**src/rtl/bdtimer_pkg.sv**
```systemverilog
package bdtimer_pkg;

  typedef enum logic [1:0] {
    WM_WRAP      = 2'd0,
    WM_BOUNCE    = 2'd1,
    WM_CMP_WRAPF = 2'd2,
    WM_CMP_CLRF  = 2'd3
  } waveMode_e;

  // strobes from the mode controller to the datapath
  typedef struct packed {
    logic load;
    logic clear;
    logic count;
    logic down;
    logic setOvf;
  } ctrlStrb_t;

endpackage

```
**src/rtl/bdtimer_tick_sel.sv**
```systemverilog
module bdtimer_tick_sel #(
  parameter int SEL_W = 3,
  localparam int NUM_SRC = (1 << SEL_W) - 1
) (
  input  logic [SEL_W-1:0]   clkSel,
  input  logic [NUM_SRC-1:0] tickSrc,
  output logic               tick
);

  logic [NUM_SRC:0] srcExt;

  // select value 0 maps to a constant low: timer stopped
  assign srcExt[0] = 1'b0;

  for (genvar gi = 0; gi < NUM_SRC; gi++) begin : g_src
    assign srcExt[gi+1] = tickSrc[gi];
  end

  assign tick = srcExt[clkSel];

endmodule

```
**src/rtl/bdtimer_ctrl.sv**
```systemverilog
module bdtimer_ctrl
  import bdtimer_pkg::*;
(
  input  logic      clk,
  input  logic      rstN,
  input  logic      tick,
  input  logic [1:0] waveMode,
  input  logic      regWrEn,
  input  logic      atMax,
  input  logic      atZero,
  input  logic      atCmp,
  output ctrlStrb_t strb
);

  waveMode_e mode;
  logic      dirDown;
  logic      dirNext;
  logic      effDown;

  assign mode = waveMode_e'(waveMode);

  always_comb begin
    strb    = '0;
    effDown = 1'b0;
    dirNext = dirDown;
    if (regWrEn) begin
      // processor write overrides every counting action
      strb.load = 1'b1;
    end else if (tick) begin
      case (mode)
        WM_WRAP: begin
          strb.count  = 1'b1;
          strb.setOvf = atMax;
          dirNext     = 1'b0;
        end
        WM_BOUNCE: begin
          if (atMax)       effDown = 1'b1;
          else if (atZero) effDown = 1'b0;
          else             effDown = dirDown;
          strb.count  = 1'b1;
          strb.down   = effDown;
          strb.setOvf = atZero;
          dirNext     = effDown;
        end
        WM_CMP_WRAPF: begin
          if (atCmp) strb.clear = 1'b1;
          else       strb.count = 1'b1;
          strb.setOvf = atMax;
          dirNext     = 1'b0;
        end
        WM_CMP_CLRF: begin
          if (atCmp) strb.clear = 1'b1;
          else       strb.count = 1'b1;
          strb.setOvf = atCmp;
          dirNext     = 1'b0;
        end
        default: begin
          strb.count = 1'b0;
        end
      endcase
    end
  end

  always_ff @(posedge clk) begin
    if (!rstN) dirDown <= 1'b0;
    else       dirDown <= dirNext;
  end

endmodule

```
**src/rtl/bdtimer_datapath.sv**
```systemverilog
module bdtimer_datapath
  import bdtimer_pkg::*;
#(
  parameter int CNT_W = 8,
  localparam logic [CNT_W-1:0] CNT_MAX = {CNT_W{1'b1}}
) (
  input  logic             clk,
  input  logic             rstN,
  input  ctrlStrb_t        strb,
  input  logic [CNT_W-1:0] wrData,
  input  logic [CNT_W-1:0] cmpVal,
  input  logic             topIsCmp,
  input  logic             flagClr,
  output logic [CNT_W-1:0] count,
  output logic             atMax,
  output logic             atZero,
  output logic             atCmp,
  output logic             topOut,
  output logic             bottomOut,
  output logic             ovfFlag
);

  logic [CNT_W-1:0] countNext;

  assign atMax  = (count == CNT_MAX);
  assign atZero = (count == '0);
  assign atCmp  = (count == cmpVal);

  assign topOut    = topIsCmp ? atCmp : atMax;
  assign bottomOut = atZero;

  always_comb begin
    if (strb.load)       countNext = wrData;
    else if (strb.clear) countNext = '0;
    else if (strb.count) countNext = strb.down ? count - 1'b1 : count + 1'b1;
    else                 countNext = count;
  end

  always_ff @(posedge clk) begin
    if (!rstN) begin
      count   <= '0;
      ovfFlag <= 1'b0;
    end else begin
      count <= countNext;
      // a set event outranks a clear in the same cycle
      if (strb.setOvf)  ovfFlag <= 1'b1;
      else if (flagClr) ovfFlag <= 1'b0;
    end
  end

endmodule

```
**src/rtl/bdtimer_core.sv**
```systemverilog
module bdtimer_core
  import bdtimer_pkg::*;
#(
  parameter int CNT_W = 8,
  parameter int SEL_W = 3,
  localparam int NUM_SRC = (1 << SEL_W) - 1
) (
  input  logic               clk,
  input  logic               rstN,
  input  logic [SEL_W-1:0]   clkSel,
  input  logic [NUM_SRC-1:0] tickSrc,
  input  logic [1:0]         waveMode,
  input  logic [CNT_W-1:0]   cmpVal,
  input  logic               regWrEn,
  input  logic [CNT_W-1:0]   regWrData,
  input  logic               flagWrEn,
  input  logic               flagWrData,
  input  logic               intAck,
  output logic [CNT_W-1:0]   countOut,
  output logic               topOut,
  output logic               bottomOut,
  output logic               ovfFlag
);

  ctrlStrb_t strb;
  logic      tick;
  logic      atMax;
  logic      atZero;
  logic      atCmp;
  logic      flagClr;

  assign flagClr = (flagWrEn & flagWrData) | intAck;

  bdtimer_tick_sel #(.SEL_W(SEL_W)) u_tick (
    .clkSel (clkSel),
    .tickSrc(tickSrc),
    .tick   (tick)
  );

  bdtimer_ctrl u_ctrl (
    .clk     (clk),
    .rstN    (rstN),
    .tick    (tick),
    .waveMode(waveMode),
    .regWrEn (regWrEn),
    .atMax   (atMax),
    .atZero  (atZero),
    .atCmp   (atCmp),
    .strb    (strb)
  );

  bdtimer_datapath #(.CNT_W(CNT_W)) u_dp (
    .clk      (clk),
    .rstN     (rstN),
    .strb     (strb),
    .wrData   (regWrData),
    .cmpVal   (cmpVal),
    .topIsCmp (waveMode[1]),
    .flagClr  (flagClr),
    .count    (countOut),
    .atMax    (atMax),
    .atZero   (atZero),
    .atCmp    (atCmp),
    .topOut   (topOut),
    .bottomOut(bottomOut),
    .ovfFlag  (ovfFlag)
  );

endmodule

```
**config.mk**
```make
export PLATFORM = sky130hd
export DESIGN_NAME = bdtimer_core
export DESIGN_NICKNAME = d
export VERILOG_FILES = /design/src/rtl/bdtimer_pkg.sv /design/src/rtl/bdtimer_tick_sel.sv /design/src/rtl/bdtimer_ctrl.sv /design/src/rtl/bdtimer_datapath.sv /design/src/rtl/bdtimer_core.sv
export SDC_FILE = /design/constraint.sdc
export NUM_CORES = 1
export LEC_CHECK = 0
export ABC_AREA = 0
export CORE_UTILIZATION = 25
export DETAILED_ROUTE_END_ITERATION = 10
export GPL_ROUTABILITY_DRIVEN = 0
export GPL_TIMING_DRIVEN = 0
export PLACE_DENSITY = 0.52
export SYNTH_ARGS = -nofsm -noshare
export SYNTH_HDL_FRONTEND = slang
export SYNTH_SLANG_ARGS = --single-unit
```
**constraint.sdc**
```tcl
create_clock -name clk -period 3.3 [get_ports clk]
set_clock_uncertainty 0.1 [all_clocks]
set_input_delay 0.495 -clock clk [delete_from_list [all_inputs] [get_ports clk]]
set_output_delay 0.495 -clock clk [all_outputs]
set_load 0.01 [all_outputs]
```
==> key figures <==
Clocking
  • Root cell of the clock tree: sky130_fd_sc_hd__clkbuf_8
  • Maximum level of the CTS H-tree: 1
  • Count of hold buffers inserted by post-cts repair: 0
  • Clock transition at the register clock pins on the worst setup and hold paths after CTS: 0.05 ns
  • Clock tree from TritonCTS: built
  • Worst-case clock buffer depth: 2
  • Clock buffer count from CTS: 3
  • Source-to-sink clock delay at the later pin of the worst-skew pair: 0.24 ns
  • Total clock sinks: 10

Worst setup path
  • Start-to-end type of the worst setup path: input port to register
  • Critical Path End Type: register
  • CP peak stage delay: 0.49 ns
  • Endpoint arrival time on the critical path: 3.23 ns
  • Crit Path Max Fanout: 5
  • CP dominant cell by count: sky130_fd_sc_hd__o211ai_1
  • Cells along the critical path: clkdlybuf4s50_1, nand2_1, mux4_2, buf_8, a2111oi_4, buf_6, ha_4, a21oi_4, o211ai_1, o41ai_2, nand3b_1, o211ai_1
  • Required time of the critical path: 3.32 ns
  • Startpoint class of the critical path: input port
  • Master of the slowest instance on the critical path: sky130_fd_sc_hd__mux4_2

Finish
  • Multi-input gate area in the final layout: 808.3 sq um
  • Final core utilization: 44.81%
  • Sequential Area: 200.2 sq um
  • Fillcell total: 372
  • Number of nets in the final layout: 216
  • Ratio of cells with drive above 1 in the final layout: 14.45%
  • Number of antenna cells inserted: 0
  • Area added between synthesis and finish: 71.78%

Routing
  • Vias/cell: 4.792
  • Number of routed nets with antenna violations: 0
  • DR WL/cell: 14.12 microns
  • Drc violations: 0
  • Number of detailed-route iterations in the first pass: 4
  • Via count: 1059
  • Number of DRC markers after the initial detailed-route iteration: 22
  • Wire length after detailed routing: 3.120 mm

GRT
  • Vias in the first global route: 1059
  • Wire length of the first global-routing pass: 4.871 mm
  • Most used routing layer in global routing: met2
  • Residual overflow from global routing: 0
  • Number of antenna violations at the first check in global routing: 0
  • M1 GR Usage: 19.46%
  • Global routing usage on met2: 26.99%
  • Met3 track demand over resource: 2.321%
  • Largest net degree at the start of global routing: 11
  • Overall routing resource usage: 15.79%

Floorplan
  • Core Area: 3689 sq um
  • Total number of placement rows: 22
  • Count of boundary I/O pins: 45
  • Horiz. Die Dim: 64.04 microns
  • Chip Height: 64.04 microns
  • Die footprint: 4100 sq um
  • Starting utilization of the core area: 26.09%

Synth
  • Count of warnings emitted by yosys: 0
  • Register bit count reported by yosys: 10
  • Cell types occupying the most area after synthesis: sky130_fd_sc_hd__dfxtp_1, sky130_fd_sc_hd__xor2_1, sky130_fd_sc_hd__ha_1
  • Post-synth net total: 161
  • Post-synth top area share: 20.81%
  • Post-synthesis instance area: 962.2 sq um
  • Count of flip-flops with a built-in enable after synthesis: 0
  • Ys async rst share: 0%
  • Average instance area after synthesis: 8.018 sq um
  • Top cell type by total area after synthesis: sky130_fd_sc_hd__dfxtp_1
  • Count of different cell masters after synthesis: 36
  • Sequential fraction of the synthesis area: 20.81%
  • Post-Synthesis Cells: 120
  • Predominant post-synthesis flop cell: sky130_fd_sc_hd__dfxtp_1

Timing
  • Slew margin rel.: 65.83%
  • Min cycle time layout: 3.212 ns
  • Final period utilization: 97.33%
  • Final count of negative-setup-slack endpoints: 0
  • Worst setup margin: 0.08805 ns
  • Number of max-slew violations in the final report: 0
  • Setup tns final: 0 ns
  • Highest clock frequency the design can meet: 0.3113 GHz
  • Worst Hold Margin: 0.3879 ns
  • Final hold vios: 0
  • Transition at the pin with the smallest max-transition slack: 0.5125 ns

Placed design
  • Setup slack at placement: -0.7623 ns
  • Total half-perimeter wirelength after legalization and detailed placement: 2.268 mm
  • Count of input and output buffers: 43

Pwr
  • Part of the total power dissipated in the clock network: 30.8%
  • Share of total power in sequential cells: 33.6%
  • IR Drop Worst-Case VDD: 100.0 uV
  • Total net switching power: 0.1311 mW
  • Power, Total: 0.4309 mW
  • Internal portion of total power: 0.2998 mW
  • Lkg Pwr: 0.7052 nW
  • PD cells: 260.7 nW/um^2
  • Comb pwr share: 35.6%
  • Switching portion of total power: 30.42%

Run
  • Number of max-capacitance violations reported: 0

Worst hold path
  • Min-delay worst type: register to register

Status
  • Outcome: complete, no violations
[final cells by class]
cell class | count | area share [%]
Timing Repair Buffer | 50 | 30.43
Multi-Input combinational cell | 103 | 48.90
Sequential cell | 10 | 12.11
Tap cell | 48 | 3.634
Inverter | 2 | 0.4542
Buffer | 5 | 1.968
Clock buffer | 3 | 2.498
[timing repair]
item | 4_1_cts | 5_1_grt
endpoints found under the hold margin | 0 | 0
pin swaps | 1 | 11
buffers inserted | 2 | 5
resized for setup | 3 | 17
endpoints found under the setup margin | 7 | 5
[Yosys cell counts, types with 4 or more instances]
| cell | instances |
|---|---|
| sky130_fd_sc_hd__o21ai_0 | 5 |
| sky130_fd_sc_hd__ha_1 | 6 |
| sky130_fd_sc_hd__xnor2_1 | 4 |
| sky130_fd_sc_hd__nor2b_1 | 6 |
| sky130_fd_sc_hd__nor2_1 | 11 |
| sky130_fd_sc_hd__xor2_1 | 10 |
| sky130_fd_sc_hd__nand2_1 | 16 |
| sky130_fd_sc_hd__nand4_1 | 4 |
| sky130_fd_sc_hd__a21oi_1 | 4 |
| sky130_fd_sc_hd__dfxtp_1 | 10 |
| sky130_fd_sc_hd__a221oi_1 | 5 |
[state kept, by name, indices dropped and copies added, names as in the netlist]
| register | flops |
|---|---|
| u_dp.ovfFlag | 1 |
| u_ctrl.dirDown | 1 |
| u_dp.count | 8 |
[power groups by stage]
stage                     clock network, mW  registers, mW  logic, mW
after floorplan                           0          0.145     0.0642
after global placement                    0          0.144      0.140
after detailed placement                  0          0.145      0.141
after CTS                             0.136          0.142      0.142
after global routing                  0.146          0.147      0.166
final                                 0.133          0.145      0.153
[per-layer routing]
metal  wire (microns)  part of all wire (%)  vias up
met2             1499                    48       26
met4               55                   1.8        0
li1                 -                     -      540
met3              118                   3.8        5
met5                0                     0        -
met1             1447                    46      488
[cell usage in the layout (no fill, tap or decap), types with 2 or more instances in the layout]
cell,n
sky130_fd_sc_hd__ha_4,4
sky130_fd_sc_hd__nand3b_1,2
sky130_fd_sc_hd__nor2_1,11
sky130_fd_sc_hd__nand2b_1,3
sky130_fd_sc_hd__xor2_1,10
sky130_fd_sc_hd__a221oi_1,4
sky130_fd_sc_hd__clkdlybuf4s50_1,35
sky130_fd_sc_hd__nor3_1,2
sky130_fd_sc_hd__inv_1,2
sky130_fd_sc_hd__nand2_1,16
sky130_fd_sc_hd__nand3_1,3
sky130_fd_sc_hd__clkbuf_1,2
sky130_fd_sc_hd__o211ai_1,3
sky130_fd_sc_hd__mux2i_1,3
sky130_fd_sc_hd__nand4_1,4
sky130_fd_sc_hd__xnor2_1,4
sky130_fd_sc_hd__clkbuf_8,3
sky130_fd_sc_hd__buf_4,6
sky130_fd_sc_hd__dlymetal6s2s_1,7
sky130_fd_sc_hd__dfxtp_1,10
sky130_fd_sc_hd__buf_2,2
sky130_fd_sc_hd__nor2b_1,6
sky130_fd_sc_hd__ha_1,2
sky130_fd_sc_hd__o21ai_0,5
sky130_fd_sc_hd__a21oi_1,2
sky130_fd_sc_hd__or4_1,2
[per-stage QoR]
stage / instances / area (sq um)
after CTS: 216 / 1519
after detailed placement: 211 / 1453
after floorplan: 120 / 962.2
after global placement: 211 / 1453
final: 221 / 1653
after global routing: 221 / 1653
[worst paths after layout]
kind / startpoint / endpoint / slack [ns] / cells after the start
setup reg to reg: u_dp.count[0] / u_dp.count[6] / 0.14 / 12
setup / recovery: tickSrc[3] / u_dp.count[7] / 0.09 / 12
hold reg to reg: u_dp.ovfFlag / u_dp.ovfFlag / 0.39 / 2
hold / removal: u_dp.ovfFlag / u_dp.ovfFlag / 0.39 / 2
[cells by family after synthesis]
logic type      Yosys count  synth area share (%)
fa+ha+maj                 7                 9.883
xor+xnor                 14                 12.74
simple gates             53                 27.31
flops                    10                 20.81
buf+inv                   7                 3.772
compound gates           25                 20.03
mux                       4                 5.462
[worst max-delay path: cells and delay by family]
family                   cells  cell delay [ns]
adder cells (fa/ha/maj)      1             0.21
AO/OA/AOI/OAI                5             1.02
AND/OR/NAND/NOR              2             0.20
buffers and inverters        3             0.80
multiplexers                 1             0.49
Note: power is estimated with default switching activity, not from simulation.
